==> config.mk <==
export PLATFORM = sky130hd
export DESIGN_NAME = pll_fb_div
export DESIGN_NICKNAME = d
export VERILOG_FILES = /design/src/rtl/pll_fb_pkg.sv /design/src/rtl/pll_fb_divcnt.sv /design/src/rtl/pll_fb_ctrl.sv /design/src/rtl/pll_fb_dp.sv /design/src/rtl/pll_fb_pinmux.sv /design/src/rtl/pll_fb_div.sv
export SDC_FILE = /design/constraint.sdc
export NUM_CORES = 1
export LEC_CHECK = 0
export BUFFER_PORTS_ARGS = -buffer_cell sky130_fd_sc_hd__clkbuf_2
export CORE_MARGIN = 2
export CORE_UTILIZATION = 58
export CTS_BUF_LIST = sky130_fd_sc_hd__clkbuf_8
export DETAILED_ROUTE_END_ITERATION = 10
export HOLD_SLACK_MARGIN = 0.12
export PLACE_DENSITY = 0.82
export SLEW_MARGIN = 20
export SYNTH_ARGS = -nofsm -noshare
export SYNTH_HDL_FRONTEND = slang
export SYNTH_SLANG_ARGS = --single-unit
==> constraint.sdc <==
create_clock -name clk -period 9 [get_ports clk]
set_clock_uncertainty 0.05 [all_clocks]
set_input_delay 0.9 -clock clk [delete_from_list [all_inputs] [get_ports clk]]
set_output_delay 0.9 -clock clk [all_outputs]
set_load 0.005 [all_outputs]
==> src/rtl/pll_fb_pkg.sv <==
package pll_fb_pkg;

  // run enables issued by the control unit to the counters
  typedef struct packed {
    logic presRun;
    logic nRun;
    logic rRun;
  } runStrb_t;

  // status pin function codes
  localparam logic [3:0] SEL_OFF    = 4'd0;
  localparam logic [3:0] SEL_HIGH   = 4'd1;
  localparam logic [3:0] SEL_LOW    = 4'd2;
  localparam logic [3:0] SEL_DLOCK  = 4'd3;
  localparam logic [3:0] SEL_DLOCKN = 4'd4;
  localparam logic [3:0] SEL_ALOCK  = 4'd5;
  localparam logic [3:0] SEL_ODN    = 4'd6;
  localparam logic [3:0] SEL_ODP    = 4'd7;
  localparam logic [3:0] SEL_NPULSE = 4'd8;
  localparam logic [3:0] SEL_NHALF  = 4'd9;
  localparam logic [3:0] SEL_RPULSE = 4'd10;
  localparam logic [3:0] SEL_RHALF  = 4'd11;

endpackage

==> src/rtl/pll_fb_divcnt.sv <==
module pll_fb_divcnt #(
  parameter int W = 8
) (
  input  logic         clk,
  input  logic         rstN,
  input  logic         run,
  input  logic [W-1:0] reloadVal,
  output logic         tc
);
  logic [W-1:0] cnt;

  // down counter: terminal at zero, reload picks up the newest value
  always_ff @(posedge clk or negedge rstN) begin
    if (!rstN) begin
      cnt <= '0;
      tc  <= 1'b0;
    end else begin
      tc <= 1'b0;
      if (run) begin
        if (cnt == '0) begin
          cnt <= reloadVal;
          tc  <= 1'b1;
        end else begin
          cnt <= cnt - W'(1);
        end
      end
    end
  end
endmodule

==> src/rtl/pll_fb_ctrl.sv <==
module pll_fb_ctrl
  import pll_fb_pkg::*;
#(
  parameter int PRES_W   = 4,
  parameter int N_W      = 18,
  parameter int R_W      = 12,
  parameter int PRES_MIN = 2,
  parameter int PRES_MAX = 8
) (
  input  logic              clk,
  input  logic              rstN,
  input  logic              vcoTick,
  input  logic              refTick,
  input  logic              busTick,
  input  logic [PRES_W-1:0] presCode,
  input  logic [N_W-1:0]    nValue,
  input  logic [R_W-1:0]    rValue,
  output runStrb_t          strb,
  output logic [2:0]        cfgErr
);
  logic presOk, nOk, rOk;

  always_comb begin
    presOk = (presCode >= PRES_W'(PRES_MIN)) && (presCode <= PRES_W'(PRES_MAX));
    nOk    = |nValue;
    rOk    = |rValue;
    strb.presRun = vcoTick & presOk;
    strb.nRun    = busTick & nOk;
    strb.rRun    = refTick & rOk;
  end

  always_ff @(posedge clk or negedge rstN) begin
    if (!rstN) cfgErr <= '0;
    else       cfgErr <= {~rOk, ~nOk, ~presOk};
  end
endmodule

==> src/rtl/pll_fb_dp.sv <==
module pll_fb_dp
  import pll_fb_pkg::*;
#(
  parameter int PRES_W = 4,
  parameter int N_W    = 18,
  parameter int R_W    = 12
) (
  input  logic              clk,
  input  logic              rstN,
  input  runStrb_t          strb,
  input  logic [PRES_W-1:0] presCode,
  input  logic [N_W-1:0]    nValue,
  input  logic [R_W-1:0]    rValue,
  output logic              busTick,
  output logic              nTc,
  output logic              rTc,
  output logic              nHalf,
  output logic              rHalf
);
  logic [PRES_W-1:0] presReload;
  logic [N_W-1:0]    nReload;
  logic [R_W-1:0]    rReload;

  assign presReload = presCode - PRES_W'(1);
  assign nReload    = nValue - N_W'(1);
  assign rReload    = rValue - R_W'(1);

  pll_fb_divcnt #(.W(PRES_W)) presCnt_i (
    .clk(clk), .rstN(rstN), .run(strb.presRun), .reloadVal(presReload), .tc(busTick));

  pll_fb_divcnt #(.W(N_W)) nCnt_i (
    .clk(clk), .rstN(rstN), .run(strb.nRun), .reloadVal(nReload), .tc(nTc));

  pll_fb_divcnt #(.W(R_W)) rCnt_i (
    .clk(clk), .rstN(rstN), .run(strb.rRun), .reloadVal(rReload), .tc(rTc));

  // halved square waves
  always_ff @(posedge clk or negedge rstN) begin
    if (!rstN) begin
      nHalf <= 1'b0;
      rHalf <= 1'b0;
    end else begin
      nHalf <= nHalf ^ nTc;
      rHalf <= rHalf ^ rTc;
    end
  end
endmodule

==> src/rtl/pll_fb_pinmux.sv <==
module pll_fb_pinmux
  import pll_fb_pkg::*;
#(
  parameter int SEL_W = 4
) (
  input  logic             clk,
  input  logic             rstN,
  input  logic [SEL_W-1:0] pinSel,
  input  logic             digLock,
  input  logic             anaLock,
  input  logic             nTc,
  input  logic             nHalf,
  input  logic             rTc,
  input  logic             rHalf,
  output logic             pinOut,
  output logic             pinOe
);
  logic nxtOut, nxtOe;

  always_comb begin
    nxtOut = 1'b0;
    nxtOe  = 1'b1;
    case (4'(pinSel))
      SEL_HIGH:   nxtOut = 1'b1;
      SEL_LOW:    nxtOut = 1'b0;
      SEL_DLOCK:  nxtOut = digLock;
      SEL_DLOCKN: nxtOut = ~digLock;
      SEL_ALOCK:  nxtOut = anaLock;
      SEL_ODN:    nxtOe  = ~anaLock;
      SEL_ODP: begin
        nxtOut = 1'b1;
        nxtOe  = anaLock;
      end
      SEL_NPULSE: nxtOut = nTc;
      SEL_NHALF:  nxtOut = nHalf;
      SEL_RPULSE: nxtOut = rTc;
      SEL_RHALF:  nxtOut = rHalf;
      default:    nxtOe  = 1'b0;
    endcase
  end

  always_ff @(posedge clk or negedge rstN) begin
    if (!rstN) begin
      pinOut <= 1'b0;
      pinOe  <= 1'b0;
    end else begin
      pinOut <= nxtOut;
      pinOe  <= nxtOe;
    end
  end
endmodule

==> src/rtl/pll_fb_div.sv <==
module pll_fb_div
  import pll_fb_pkg::*;
#(
  parameter int PRES_W   = 4,
  parameter int N_W      = 18,
  parameter int R_W      = 12,
  parameter int SEL_W    = 4,
  parameter int PRES_MIN = 2,
  parameter int PRES_MAX = 8
) (
  input  logic              clk,
  input  logic              rstN,
  input  logic              vcoTick,
  input  logic              refTick,
  input  logic [PRES_W-1:0] presCode,
  input  logic [N_W-1:0]    nValue,
  input  logic [R_W-1:0]    rValue,
  input  logic [SEL_W-1:0]  pinSel,
  input  logic              digLock,
  input  logic              anaLock,
  output logic              busTick,
  output logic              statusOut,
  output logic              statusOe,
  output logic [2:0]        cfgErr
);
  runStrb_t strb;
  logic nTc, rTc, nHalf, rHalf;

  pll_fb_ctrl #(.PRES_W(PRES_W), .N_W(N_W), .R_W(R_W),
                .PRES_MIN(PRES_MIN), .PRES_MAX(PRES_MAX)) ctrl_i (
    .clk(clk), .rstN(rstN), .vcoTick(vcoTick), .refTick(refTick), .busTick(busTick),
    .presCode(presCode), .nValue(nValue), .rValue(rValue), .strb(strb), .cfgErr(cfgErr));

  pll_fb_dp #(.PRES_W(PRES_W), .N_W(N_W), .R_W(R_W)) dp_i (
    .clk(clk), .rstN(rstN), .strb(strb), .presCode(presCode), .nValue(nValue),
    .rValue(rValue), .busTick(busTick), .nTc(nTc), .rTc(rTc), .nHalf(nHalf), .rHalf(rHalf));

  pll_fb_pinmux #(.SEL_W(SEL_W)) pin_i (
    .clk(clk), .rstN(rstN), .pinSel(pinSel), .digLock(digLock), .anaLock(anaLock),
    .nTc(nTc), .nHalf(nHalf), .rTc(rTc), .rHalf(rHalf), .pinOut(statusOut), .pinOe(statusOe));
endmodule

==> impl_metrics.ini <==
[run_status]
outcome = complete, no violations

[die]
die-width_um = 74.1
die-area_um2 = 5490
boundaryPins = 50
rows = 25
initial_utilization_pct = 60.4
core_area_um2 = 4720
die-height_um = 74.1

[worst_setup_path]
critPathMaxFanout = 30
worstPathRequired_ns = 9.17
critical_path.endpoint_type = flip-flop
arrival_ns = 3.90
worstSetupPathType = flip-flop to flip-flop
start_kind = flip-flop

[timing]
max_slew_margin_pct = 41.0
tightest_slew_ns = 0.877
finalHoldViolations = 0
min_period_ns = 3.72
finalSetupViolations = 0
grt_setup_unrepaired = false
slew_violations = 0
fin_crit_sh_pct = 41.4
fmax_mhz = 269
setup_tns_ns = 0

[cells_and_area]
synthToLayoutAreaGrowth_pct = 14.0
layout_commonest_cell = clkbuf_2
final_cell_mix = clkbuf_2 (49), dfrtp_1 (44), nor2_1 (34)
design_area_um2 = 3250
final_nets = 427
num_antenna_cells = 0
n_fill_cell = 389
drive_gt1_share_pct = 20.2
instances_no_fill = 448

[clock_network]
post_cts_buffers = 0
path_clk_slew_ns = 0.09
ctsHoldBuffers = 0
clockRootBuffer = clkbuf_8
clock_sinks = 44
clockBufferDepth = 2
cts_inserted_buffers = 5
clk_latency_ns = 0.30
cts_resized = 0
htree_levels = 2
cts_tree = built

[drt]
via_per_inst = 6.25
drc = 0
antenna_left = 0
vias = 2800
drt_iter0_markers = 220
finalWirelength_um = 6810
drt_first_pass_iters = 5
routed_wire_length_per_instance_um = 15.2

[synthesis]
synth_edf_count = 0
ys_seq_elements = 44
synthAdderAreaFrac_pct = 1.32
yosys.area_share.simple_pct = 27.6
synth_xor_area_share_pct = 1.54
synth-compound-area-share_pct = 27.0
synthCells = 333
async_reset_ff_share_pct = 100
avgSynthCellArea_um2 = 8.56
ys.flop_type = dfrtp_1
ys_seq_area_share_pct = 38.6
synth_top_family_by_area = simple AND/OR/NAND/NOR gates
syn_area_um2 = 2850
yosysWarningCount = 0
synthMuxAreaShare_pct = 1.45
synthesis.nets = 380
ys_types = 62

[placement]
placed_area_um2 = 3150
finalWeightedCongestion = 0.901
place_hpwl_um = 4910
placed_cells = 440
portBuffers = 49

[global_routing]
antenna_found_initial = 0
grt_start_max_net_pins = 45
grt_pass1_wl_um = 11100
grt_use_total_pct = 26.1
overflow = 0
grt_pass1_vias = 2548

[run]
maxCapViolCount = 0

[pwr]
p_clk_share_pct = 22.4
switchingPower_mw = 0.213
power.density_nw_per_um2 = 182
sw_frac_of_total_pct = 35.9
p_int_mw = 0.380
p_comb_share_pct = 29.3
vdd_drop_max_mv = 0.124
seq_power_share_pct = 48.3
finalPower_mw = 0.593
p_leak_nw = 1.33

[worst_hold_path]
hp-class = flip-flop to flip-flop
[routing by layer]
layer / share of wire [%] / vias to the layer above / track usage, %
li1: - / 1372 / -
met1: 43 / 1282 / 33.6
met2: 48 / 135 / 44.2
met3: 8.0 / 11 / 5.69
met4: 0.91 / 0 / 7.68
met5: 0 / - / 0
[per-stage QoR]
step	hold WS [ns]	setup WS [ns]	utilization [%]
floorplan	0.386	5.67	-
global placement	0.395	5.08	66.6
detailed placement	0.399	4.98	66.6
CTS	0.404	4.98	68.7
global route	0.425	5.02	68.8
finish	0.404	5.28	68.8
[critical path: stages (launching register included)]
cell and delay, ns:
dfrtp_1 0.43, or4_1 0.57, or4_1 0.65, nor2_4 0.57
a21oi_1 0.20, ha_1 0.24, nor2b_1 0.18, nand4b_1 0.11
a31o_2 0.18, nor4b_1 0.10, and3_1 0.20, nor3_1 0.17
[path summary, 6_finish.rpt]
kind / startpoint / end / slack [ns] / cells past startpoint
min: dp_i.nCnt_i.tc / dp_i.nHalf / 0.40 / 1
max: dp_i.nCnt_i.cnt[15] / dp_i.nCnt_i.cnt[14] / 5.28 / 11
max in group asynchronous: rstN / dp_i.rCnt_i.cnt[10] / 7.90 / 2
min reg2reg: dp_i.nCnt_i.tc / dp_i.nHalf / 0.40 / 1
max reg2reg: dp_i.nCnt_i.cnt[15] / dp_i.nCnt_i.cnt[14] / 5.28 / 11
min in group asynchronous: rstN / dp_i.nCnt_i.cnt[9] / 0.62 / 2
[logic make-up after synthesis]
group | Yosys count
AOI/OAI and AO/OA | 113
muxes | 4
buffers and inverters | 17
xor gates and xnor gates | 5
adders and majority gates | 3
DFF | 44
and+or+nand+nor | 147
[cells in the mapped netlist, types with 3 or more instances]
| cell type | count | area [um^2] |
|---|---|---|
| dfrtp_1 | 44 | 1100 |
| nor2_1 | 34 | 128 |
| a21oi_1 | 31 | 155 |
| nand2_1 | 29 | 109 |
| nor3_1 | 16 | 80.1 |
| o21ai_0 | 16 | 80.1 |
| a211oi_1 | 11 | 82.6 |
| nor4_1 | 11 | 68.8 |
| a31oi_1 | 10 | 62.6 |
| or3_1 | 10 | 62.6 |
| clkbuf_1 | 7 | 26.3 |
| or4_1 | 7 | 52.6 |
| inv_1 | 6 | 22.5 |
| or2_2 | 6 | 37.5 |
| nand2b_1 | 5 | 31.3 |
| a21o_1 | 4 | 30.0 |
| a22o_1 | 4 | 35.0 |
| nand3_1 | 4 | 20.0 |
| nor2b_1 | 4 | 25.0 |
| o31ai_1 | 4 | 30.0 |
| xor2_1 | 4 | 35.0 |
| a22oi_1 | 3 | 22.5 |
| and3_1 | 3 | 18.8 |
| buf_2 | 3 | 15.0 |
| ha_1 | 3 | 37.5 |
| mux2i_1 | 3 | 30.0 |
| nand3b_1 | 3 | 22.5 |
| o22a_1 | 3 | 26.3 |
| o22ai_1 | 3 | 18.8 |
| or4_4 | 3 | 33.8 |
[power by group through the flow]
| stage | combinational [mW] | clock, mW | sequential [mW] |
|---|---|---|---|
| final | 0.174 | 0.133 | 0.286 |
| after detailed placement | 0.173 | 0 | 0.288 |
| after floorplan | 0.125 | 0 | 0.278 |
| after CTS | 0.173 | 0.136 | 0.286 |
| after global placement | 0.165 | 0 | 0.287 |
| after global routing | 0.198 | 0.145 | 0.295 |
[flip-flops by register name, indices dropped and copies added, names as in the netlist]
register and cells:
dp_i.nCnt_i.cnt 18, dp_i.rCnt_i.cnt 12, dp_i.presCnt_i.cnt 4, ctrl_i.cfgErr 3, dp_i.nCnt_i.tc 1, dp_i.nHalf 1, dp_i.presCnt_i.tc 1, dp_i.rCnt_i.tc 1
dp_i.rHalf 1, pin_i.pinOe 1, pin_i.pinOut 1
[cell type report]
type	instances	area (um^2)	share of cell area, %
clock buffer	6	82.6	2.54
clock inverter	2	15.0	0.462
inverter	6	22.5	0.693
multi-input combinational	272	1680	51.8
sequential	44	1100	33.9
tap	67	83.8	2.58
timing repair buffer	51	260	8.01
No activity file was read; power rests on OpenSTA's default activity.
